`src/rtl/seg_agu_pkg.sv`:
```
package seg_agu_pkg;

    localparam int SEL_W    = 4;
    localparam int NUM_BASE = 1 << SEL_W;
    localparam int GRAN_SH  = 4;
    localparam logic [SEL_W-1:0] DATA_SEL = 4'd0;
    localparam logic [SEL_W-1:0] CODE_SEL = 4'd15;

    typedef enum logic {
        AW_NARROW = 1'b0,
        AW_WIDE   = 1'b1
    } aw_mode_e;

endpackage

```
`src/rtl/seg_sel_decode.sv`:
```
module seg_sel_decode
    import seg_agu_pkg::*;
#(
    parameter int ADDR_W   = 32,
    parameter int NARROW_W = 24
) (
    input  aw_mode_e           mode,
    input  logic               fetch,
    input  logic [ADDR_W-1:0]  addr,
    output logic [SEL_W-1:0]   sel,
    output logic [ADDR_W-1:0]  offset
);
    localparam int WIDE_KEEP = ADDR_W - SEL_W;
    localparam int NAR_KEEP  = NARROW_W - SEL_W;

    logic [SEL_W-1:0] field;

    always_comb begin
        offset = '0;
        if (mode == AW_WIDE) begin
            field = addr[ADDR_W-1 -: SEL_W];
            offset[WIDE_KEEP-1:0] = addr[WIDE_KEEP-1:0];
        end else begin
            field = addr[NARROW_W-1 -: SEL_W];
            offset[NAR_KEEP-1:0] = addr[NAR_KEEP-1:0];
        end
        sel = fetch ? CODE_SEL : field;
    end

endmodule

```
`src/rtl/seg_base_file.sv`:
```
module seg_base_file
    import seg_agu_pkg::*;
#(
    parameter int                BASE_W        = 32,
    parameter logic [BASE_W-1:0] RST_CODE_BASE = '0
) (
    input  logic              clk,
    input  logic              rst,
    input  logic              wr_en,
    input  logic [SEL_W-1:0]  wr_idx,
    input  logic [BASE_W-1:0] wr_data,
    input  logic [SEL_W-1:0]  rd_idx,
    output logic [BASE_W-1:0] rd_data,
    input  logic [SEL_W-1:0]  ag_idx,
    output logic [BASE_W-1:0] ag_base
);
    logic [BASE_W-1:0]   regs [NUM_BASE];
    logic [NUM_BASE-1:0] we_vec;

    genvar g;
    generate
        for (g = 0; g < NUM_BASE; g++) begin : g_we
            assign we_vec[g] = wr_en && (wr_idx == SEL_W'(g));
        end
    endgenerate

    always_ff @(posedge clk) begin
        for (int i = 0; i < NUM_BASE; i++) begin
            if (rst)
                regs[i] <= (SEL_W'(i) == CODE_SEL) ? RST_CODE_BASE : '0;
            else if (we_vec[i])
                regs[i] <= wr_data;
        end
    end

    assign rd_data = (wr_en && wr_idx == rd_idx) ? wr_data : regs[rd_idx];
    assign ag_base = (wr_en && wr_idx == ag_idx) ? wr_data : regs[ag_idx];

    AST_WRITE_LANDS: assert property (@(posedge clk) disable iff (rst)
        wr_en |=> regs[$past(wr_idx)] == $past(wr_data));

    AST_NO_STRAY_WRITE: assert property (@(posedge clk) disable iff (rst)
        !wr_en |=> regs[$past(rd_idx)] == $past(rd_data));

    AST_READ_BYPASS: assert property (@(posedge clk) disable iff (rst)
        (wr_en && rd_idx == wr_idx) |-> rd_data == wr_data);

    AST_REQ_BYPASS: assert property (@(posedge clk) disable iff (rst)
        (wr_en && ag_idx == wr_idx) |-> ag_base == wr_data);

endmodule

```
`src/rtl/seg_addr_gen.sv`:
```
module seg_addr_gen
    import seg_agu_pkg::*;
#(
    parameter int                ADDR_W        = 32,
    parameter int                NARROW_W      = 24,
    parameter int                BASE_W        = 32,
    parameter logic [BASE_W-1:0] RST_CODE_BASE = 32'h0000_0100,
    localparam int               LIN_W         = BASE_W + GRAN_SH
) (
    input  logic              clk,
    input  logic              rst,
    input  logic              wide_mode,
    input  logic              req_valid,
    input  logic              req_fetch,
    input  logic [ADDR_W-1:0] req_addr,
    input  logic              wr_en,
    input  logic [SEL_W-1:0]  wr_idx,
    input  logic [BASE_W-1:0] wr_data,
    input  logic [SEL_W-1:0]  rd_idx,
    output logic [BASE_W-1:0] rd_data,
    output logic              out_valid,
    output logic [LIN_W-1:0]  out_lin,
    output logic [SEL_W-1:0]  out_sel
);
    typedef struct packed {
        logic [LIN_W-1:0] lin;
        logic [SEL_W-1:0] sel;
    } lin_res_t;

    aw_mode_e          mode;
    logic [SEL_W-1:0]  sel;
    logic [ADDR_W-1:0] offset;
    logic [BASE_W-1:0] base;
    lin_res_t          nxt, res_q;

    assign mode = aw_mode_e'(wide_mode);

    seg_sel_decode #(
        .ADDR_W   (ADDR_W),
        .NARROW_W (NARROW_W)
    ) u_dec (
        .mode   (mode),
        .fetch  (req_fetch),
        .addr   (req_addr),
        .sel    (sel),
        .offset (offset)
    );

    seg_base_file #(
        .BASE_W        (BASE_W),
        .RST_CODE_BASE (RST_CODE_BASE)
    ) u_bases (
        .clk     (clk),
        .rst     (rst),
        .wr_en   (wr_en),
        .wr_idx  (wr_idx),
        .wr_data (wr_data),
        .rd_idx  (rd_idx),
        .rd_data (rd_data),
        .ag_idx  (sel),
        .ag_base (base)
    );

    always_comb begin
        nxt.lin = {base, {GRAN_SH{1'b0}}} + LIN_W'(offset);
        nxt.sel = sel;
    end

    always_ff @(posedge clk) begin
        if (rst) begin
            out_valid <= 1'b0;
            res_q     <= '0;
        end else begin
            out_valid <= req_valid;
            if (req_valid)
                res_q <= nxt;
        end
    end

    assign out_lin = res_q.lin;
    assign out_sel = res_q.sel;

    AST_VALID_RISE: assert property (@(posedge clk) disable iff (rst)
        req_valid |=> out_valid);

    AST_VALID_DROP: assert property (@(posedge clk) disable iff (rst)
        !req_valid |=> !out_valid);

    AST_HOLD_IDLE: assert property (@(posedge clk) disable iff (rst)
        !req_valid |=> ($stable(out_lin) && $stable(out_sel)));

    AST_FETCH_CODE: assert property (@(posedge clk) disable iff (rst)
        (req_valid && req_fetch) |=> out_sel == CODE_SEL);

    AST_DATA_DEFAULT: assert property (@(posedge clk) disable iff (rst)
        (req_valid && !req_fetch && wide_mode && req_addr[ADDR_W-1 -: SEL_W] == '0)
        |=> out_sel == DATA_SEL);

endmodule

```
`config.mk`:
```
export PLATFORM = sky130hd
export DESIGN_NAME = seg_addr_gen
export DESIGN_NICKNAME = d
export VERILOG_FILES = /design/src/rtl/seg_agu_pkg.sv /design/src/rtl/seg_sel_decode.sv /design/src/rtl/seg_base_file.sv /design/src/rtl/seg_addr_gen.sv
export SDC_FILE = /design/constraint.sdc
export NUM_CORES = 1
export LEC_CHECK = 0
export BUFFER_PORTS_ARGS = -buffer_cell sky130_fd_sc_hd__buf_2
export CELL_PAD_IN_SITES_DETAIL_PLACEMENT = 1
export CELL_PAD_IN_SITES_GLOBAL_PLACEMENT = 1
export CORE_ASPECT_RATIO = 0.6
export CORE_MARGIN = 5
export CORE_UTILIZATION = 40
export CTS_BUF_LIST = sky130_fd_sc_hd__clkbuf_4
export DETAILED_ROUTE_END_ITERATION = 16
export HOLD_SLACK_MARGIN = 0.1
export PLACE_DENSITY = 0.77
export SLEW_MARGIN = 20
export SYNTH_ARGS = -nofsm -noshare
export SYNTH_HDL_FRONTEND = slang
export SYNTH_SLANG_ARGS = --single-unit
```
`constraint.sdc`:
```
create_clock -name clk -period 7.6 [get_ports clk]
set_input_delay 1.14 -clock clk [delete_from_list [all_inputs] [get_ports clk]]
set_output_delay 1.14 -clock clk [all_outputs]
set_load 0.01 [all_outputs]
```
### After elaboration in Yosys (flattened, before gate mapping)

Memory sizes are Yosys's and may differ from the RTL's.
Cells that the tools add are included.

| operators by class | value |
|---|---|
| add/subtract/negate cells | 1 |
| equal/unequal tests | 17 |
| muxes and demuxes | 71 |
| bitwise operators | 16 |
| reduce and logical (&&, ||, !) cells | 19 |

Operators with widths:

| operator | number |
|---|---|
| $mux W32 | 18 |
| $mux W1 | 50 |
| $add A36 B28 Y36 | 1 |
| $eq A4 B4 Y1 const B | 8 |
| $logic_and A1 B1 Y1 | 18 |
| $eq A4 B3 Y1 const B | 4 |
| $or A1 B1 Y1 | 16 |
| $eq A4 B2 Y1 const B | 2 |
| $eq A4 B4 Y1 | 2 |
| $mux W4 | 2 |
| $mux W8 | 1 |
| $eq A4 B1 Y1 const B | 1 |
| $logic_not A4 Y1 | 1 |

| word-level totals | value |
|---|---|
| flip-flop bits (word level) | 41 |
| memory bits (writable) | 512 |
| bits of input ports | 78 |
| output and inout port bits | 73 |
| word-level logic and storage cells | 128 |
| memories kept | 1 |

Memory list:

| memory | words | bits a word | read ports | clocked after memory_dff | wr ports | RTL line | text |
|---|---|---|---|---|---|---|---|
| u_bases.regs | 16 | 32 | 2 | 0 | 16 | seg_base_file.sv:17 | `logic [BASE_W-1:0] regs [NUM_BASE];` |

### Logic depth before layout (Yosys ltp)

| depth | value |
|---|---|
| depth in word-level cells | 6 |
| mapped depth | 24 |

### Hierarchy

A second synthesis with hierarchy kept.

| unflattened totals | value |
|---|---|
| cells, all modules | 2206 |
| area total of the unflattened synthesis | 30894.6 sq um |

Modules (own cells, without submodules):

| module | times used | cells an instance | area each (sq um) | sequential area each (sq um) |
|---|---|---|---|---|
| seg_base_file | 1 | 1779 | 27402.5 | 15374.7 |
| seg_addr_gen | 1 | 385 | 3181.8 | 820.8 |
| seg_sel_decode | 1 | 42 | 310.3 | 0.0 |

### Worst setup path after synthesis

Ideal clock, no wire load.

| timing path | value |
|---|---|
| path kind | input to register |
| from | input port wide_mode |
| to | register res_q, in the netlist out_lin[33] |
| arrival time | 5645 ps |
| required time | 7512 ps |
| setup slack | 1867 ps |
| cell stages on the path | 21 |
| path buffers | 6 |
| path through | buf_6 mux2_2 nor2_4 buf_4 buf_2 buf_4 buf_2 buf_2 nand3_1 a31oi_1 a21oi_1 mux2_2 ha_1 a2111o_1 o22a_1 a2111oi_4 nor4_1 a2111oi_4 nor2_1 a21o_1 a311oi_2 |

| between the ends | value |
|---|---|
| longest elaborated chain between the ends | 6 |

Ends and longest elaborated chain:

| element | RTL line | text |
|---|---|---|
| start, declared | seg_addr_gen.sv:12 | `input logic wide_mode,` |
| parallel branches: the longest is 5 deep, another holds $mem_v2 Z16 W32 | - |  |
| $add A36 B28 Y36 (*) | seg_addr_gen.sv:65 | `nxt.lin = {base, {GRAN_SH{1'b0}}} + LIN_W'(offset);` |
| end signal, assigned | seg_addr_gen.sv:76 | `res_q <= nxt;` |
| end, declared | seg_addr_gen.sv:34 | `lin_res_t nxt, res_q;` |

Every way passes the cells marked *.
A chain may end at the register's enable or synchronous reset.

### Final worst setup path

| timing path | value |
|---|---|
| from | input port req_fetch |
| to | register res_q, in the netlist out_lin[33] |

| between the ends | value |
|---|---|
| longest elaborated chain between the ends | 5 |

Ends and longest elaborated chain:

| element | RTL line | text |
|---|---|---|
| start, declared | seg_addr_gen.sv:14 | `input logic req_fetch,` |
| $mux W4 (*) | seg_sel_decode.sv:27 | `sel = fetch ? CODE_SEL : field;` |
| parallel branches: the longest is 2 deep, another holds $mem_v2 Z16 W32 | - |  |
| $mux W32 (*) | seg_base_file.sv:37 | `assign ag_base = (wr_en && wr_idx == ag_idx) ? wr_data : regs[ag_idx];` |
| $add A36 B28 Y36 (*) | seg_addr_gen.sv:65 |  |

Marks and branches as above.

==> impl_metrics.toml <==
[status]
outcome = "complete, no violations"

[place]
gp_congestion = 0.926
dp_slack_ns = 0.776
hpwl_um = 75300
port_buffers = 150
placed_cells = 3782

[synth]
netlist_instances = 2748
synth_edf_count = 512
synth-seq-area-share = 0.515
synth_ff_type = "edfxtp_1"
synth.top_cells.by_area = "edfxtp_1 (49%), mux4_2 (12%), and2_1 (10%)"
syn-cell-area_um2 = 31500
avgSynthCellArea_um2 = 11.4
yosysUniqueCellTypes = 83
synth_nets = 2851
yosysWarningCount = 0
synth_top_area_cell = "edfxtp_1"
synth_top_cell_area_share = 0.489
ys_top_cells_by_count = "and2_1 (520), edfxtp_1 (512), nand2_1 (456), nand3_1 (213), clkbuf_1 (165)"
synth_most_common_cell = "and2_1"
synth_seq_cells = 553
async_flop_share = 0

[power_and_ir_drop]
power.density_nw_per_um2 = 221
leakage_uw = 0.0132
peakVddDrop_uv = 123

[drt]
firstDrtPassIters = 5
wl_per_cell_um = 30.4
drc = 0
vias = 25500
drt-total-wl_um = 122000
viasPerCell = 6.34
ant_nets = 0
dr.first_iter.drc_count = 3593

[critical_path]
reg2reg_depth = 16
r2r_end = "out_lin[33]"
crit_required_ns = 8.41
arrival_ns = 6.97
critPathLaunchType = "input pin"
crit_fanout = 32
rr_startpoint = "u_bases.regs[7][1]"
r2r_slack_ns = 3.07
crit_type = "input pin to register"
worst_setup_path_end_kind = "register"

[sta]
fin_crit_ns = 6.16
maxSlewViolCount = 0
clock_skew_ns = 0.0827
rsz0062_at_grt = "false"
setup-violations-final = 0
relSlewSlack = 0.221
fin_crit_sh = 0.810
fmax_ghz = 0.162
worst_slack_ns = 1.44
tns_ns = 0
tightest_slew_ns = 1.17
final-hold-violation-count = 0

[worst_hold_path]
hp-class = "input pin to register"
hp-start = "req_addr[3]"
hold-path-cell-count = 3
hold_end = "out_lin[3]"

[grt]
track_usage = 0.284
antenna_found_initial = 11
first_global_vias = 26200
grt_pass1_wl_um = 176000
grt_max_degree = 125
grt_overflow = 0

[final_layout]
layout.nets = 2970
syn2layout_area_growth_pct = 11.8
fillerInstances = 8440
drive_above_1_share = 0.242
regArea_um2 = 16200
fin_cells = 4022
multiInputGateArea_um2 = 14500

[die]
core_area_um2 = 77700
die-area_um2 = 84600
rows = 79
start_util = 0.405
dieWidth_um = 372
io-pin-count = 151
die_h_um = 227

[clock_tree]
clockBufferDepth = 3
post-cts-setup-buffers = 0
cts_hold_buf = 0
clock-sinks = 553
root_buffer = "clkbuf_4"
cts_resized = 0
cts_tree = "yes"
cts-htree-levels = 4
cts_buffers = 136
clkLatencyLatePin_ns = 0.99
path_clk_slew_ns = 0.10

[flow_run]
max_cap_violations = 0
-- flip-flops by register name, indices dropped and copies added (netlist names) --
register	cells
u_bases.regs	512
out_lin	36
out_sel	4
out_valid	1
-- stage by stage --
step	power, uW	hold slack, ns	util	instance area, um2
2_1_floorplan	4580	0.482	-	31500
3_3_place_gp	5120	0.463	0.431	33400
3_5_place_dp	5180	0.467	0.431	33400
4_1_cts	7780	0.312	0.452	35100
5_1_grt	8070	0.342	0.453	35200
6_report	7790	0.402	0.453	35200
-- worst max-delay path by stage --
stage               from           to  slack (ns)  depth (start not counted)
2_1_floorplan  wide_mode  out_lin[33]        1.87                         21
3_3_place_gp   req_fetch  out_lin[33]        0.93                         19
3_5_place_dp   req_fetch  out_lin[33]        0.78                         19
4_1_cts        req_fetch  out_lin[33]        1.69                         19
5_1_grt        req_fetch  out_lin[33]        1.43                         19
6_report       req_fetch  out_lin[33]        1.44                         19
-- metal layers --
metal | track usage | part of all wire | up-vias
li1 | - | - | 10400
met1 | 0.395 | 0.40 | 13000
met2 | 0.422 | 0.43 | 1877
met3 | 0.0841 | 0.13 | 311
met4 | 0.109 | 0.034 | 2
met5 | 0 | 0.000065 | -
-- power breakdown --
group	internal (uW)	total (uW)	switching (uW)
clock network	1290	2620	1330
registers	3530	3650	121
logic	560	1520	963
-- cell type report --
cell class              count  area share
clock buffers             190      0.0405
multi-input cells        1943       0.413
repair buffers            222      0.0389
flip-flops and latches    553       0.460
inverters                  11     0.00117
diodes                     13    0.000925
well taps                1053      0.0374
clock inverters            37     0.00747
-- critical path, stage by stage --
cell	delay (ns)
buf_2	0.60
inv_2	0.36
nand2_4	0.43
buf_4	0.48
nand3_1	0.14
and3_1	0.21
a311oi_1	0.43
a21oi_1	0.07
mux2_2	0.32
ha_1	0.30
a211oi_1	0.23
nor2_1	0.12
o22a_1	0.35
a2111oi_4	0.49
nor4_1	0.15
a2111oi_4	0.46
nor2_1	0.11
a21o_1	0.22
a311oi_2	0.28
-- cell families after synthesis --
logic type / Yosys count / share of synthesized area
AO/OA/AOI/OAI: 279 / 0.0636
XOR/XNOR: 27 / 0.00752
adder cells (fa/ha/maj): 25 / 0.0102
buffers and inverters: 252 / 0.0325
flip-flops: 553 / 0.515
multiplexers: 254 / 0.150
AND/OR/NAND/NOR: 1358 / 0.222
-- cell usage in the layout, fill, tap and decap left out, types with 5 or more instances in the layout --
master / count
and2_1: 520
clkbuf_4: 190
ha_1: 24
a21o_1: 8
o21ai_0: 21
a21oi_1: 68
nand2_1: 453
a211oi_1: 18
nor2_2: 7
inv_2: 5
xnor2_1: 15
buf_12: 5
o211ai_1: 6
mux4_2: 162
nor3_1: 6
a22oi_1: 7
nor2_4: 5
mux2i_1: 26
o21a_1: 7
nor3_2: 8
a311oi_1: 28
nor2b_1: 5
dfxtp_1: 41
a211o_1: 6
buf_4: 67
nand3_1: 213
inv_1: 10
nand2b_1: 5
mux2_2: 59
buf_2: 148
nor2_1: 50
clkinv_1: 24
and3_1: 58
xor2_1: 12
diode_2: 13
edfxtp_1: 512
a221oi_1: 9
o21ai_4: 12
a31oi_1: 36
Power figures use the tool's default switching activity.
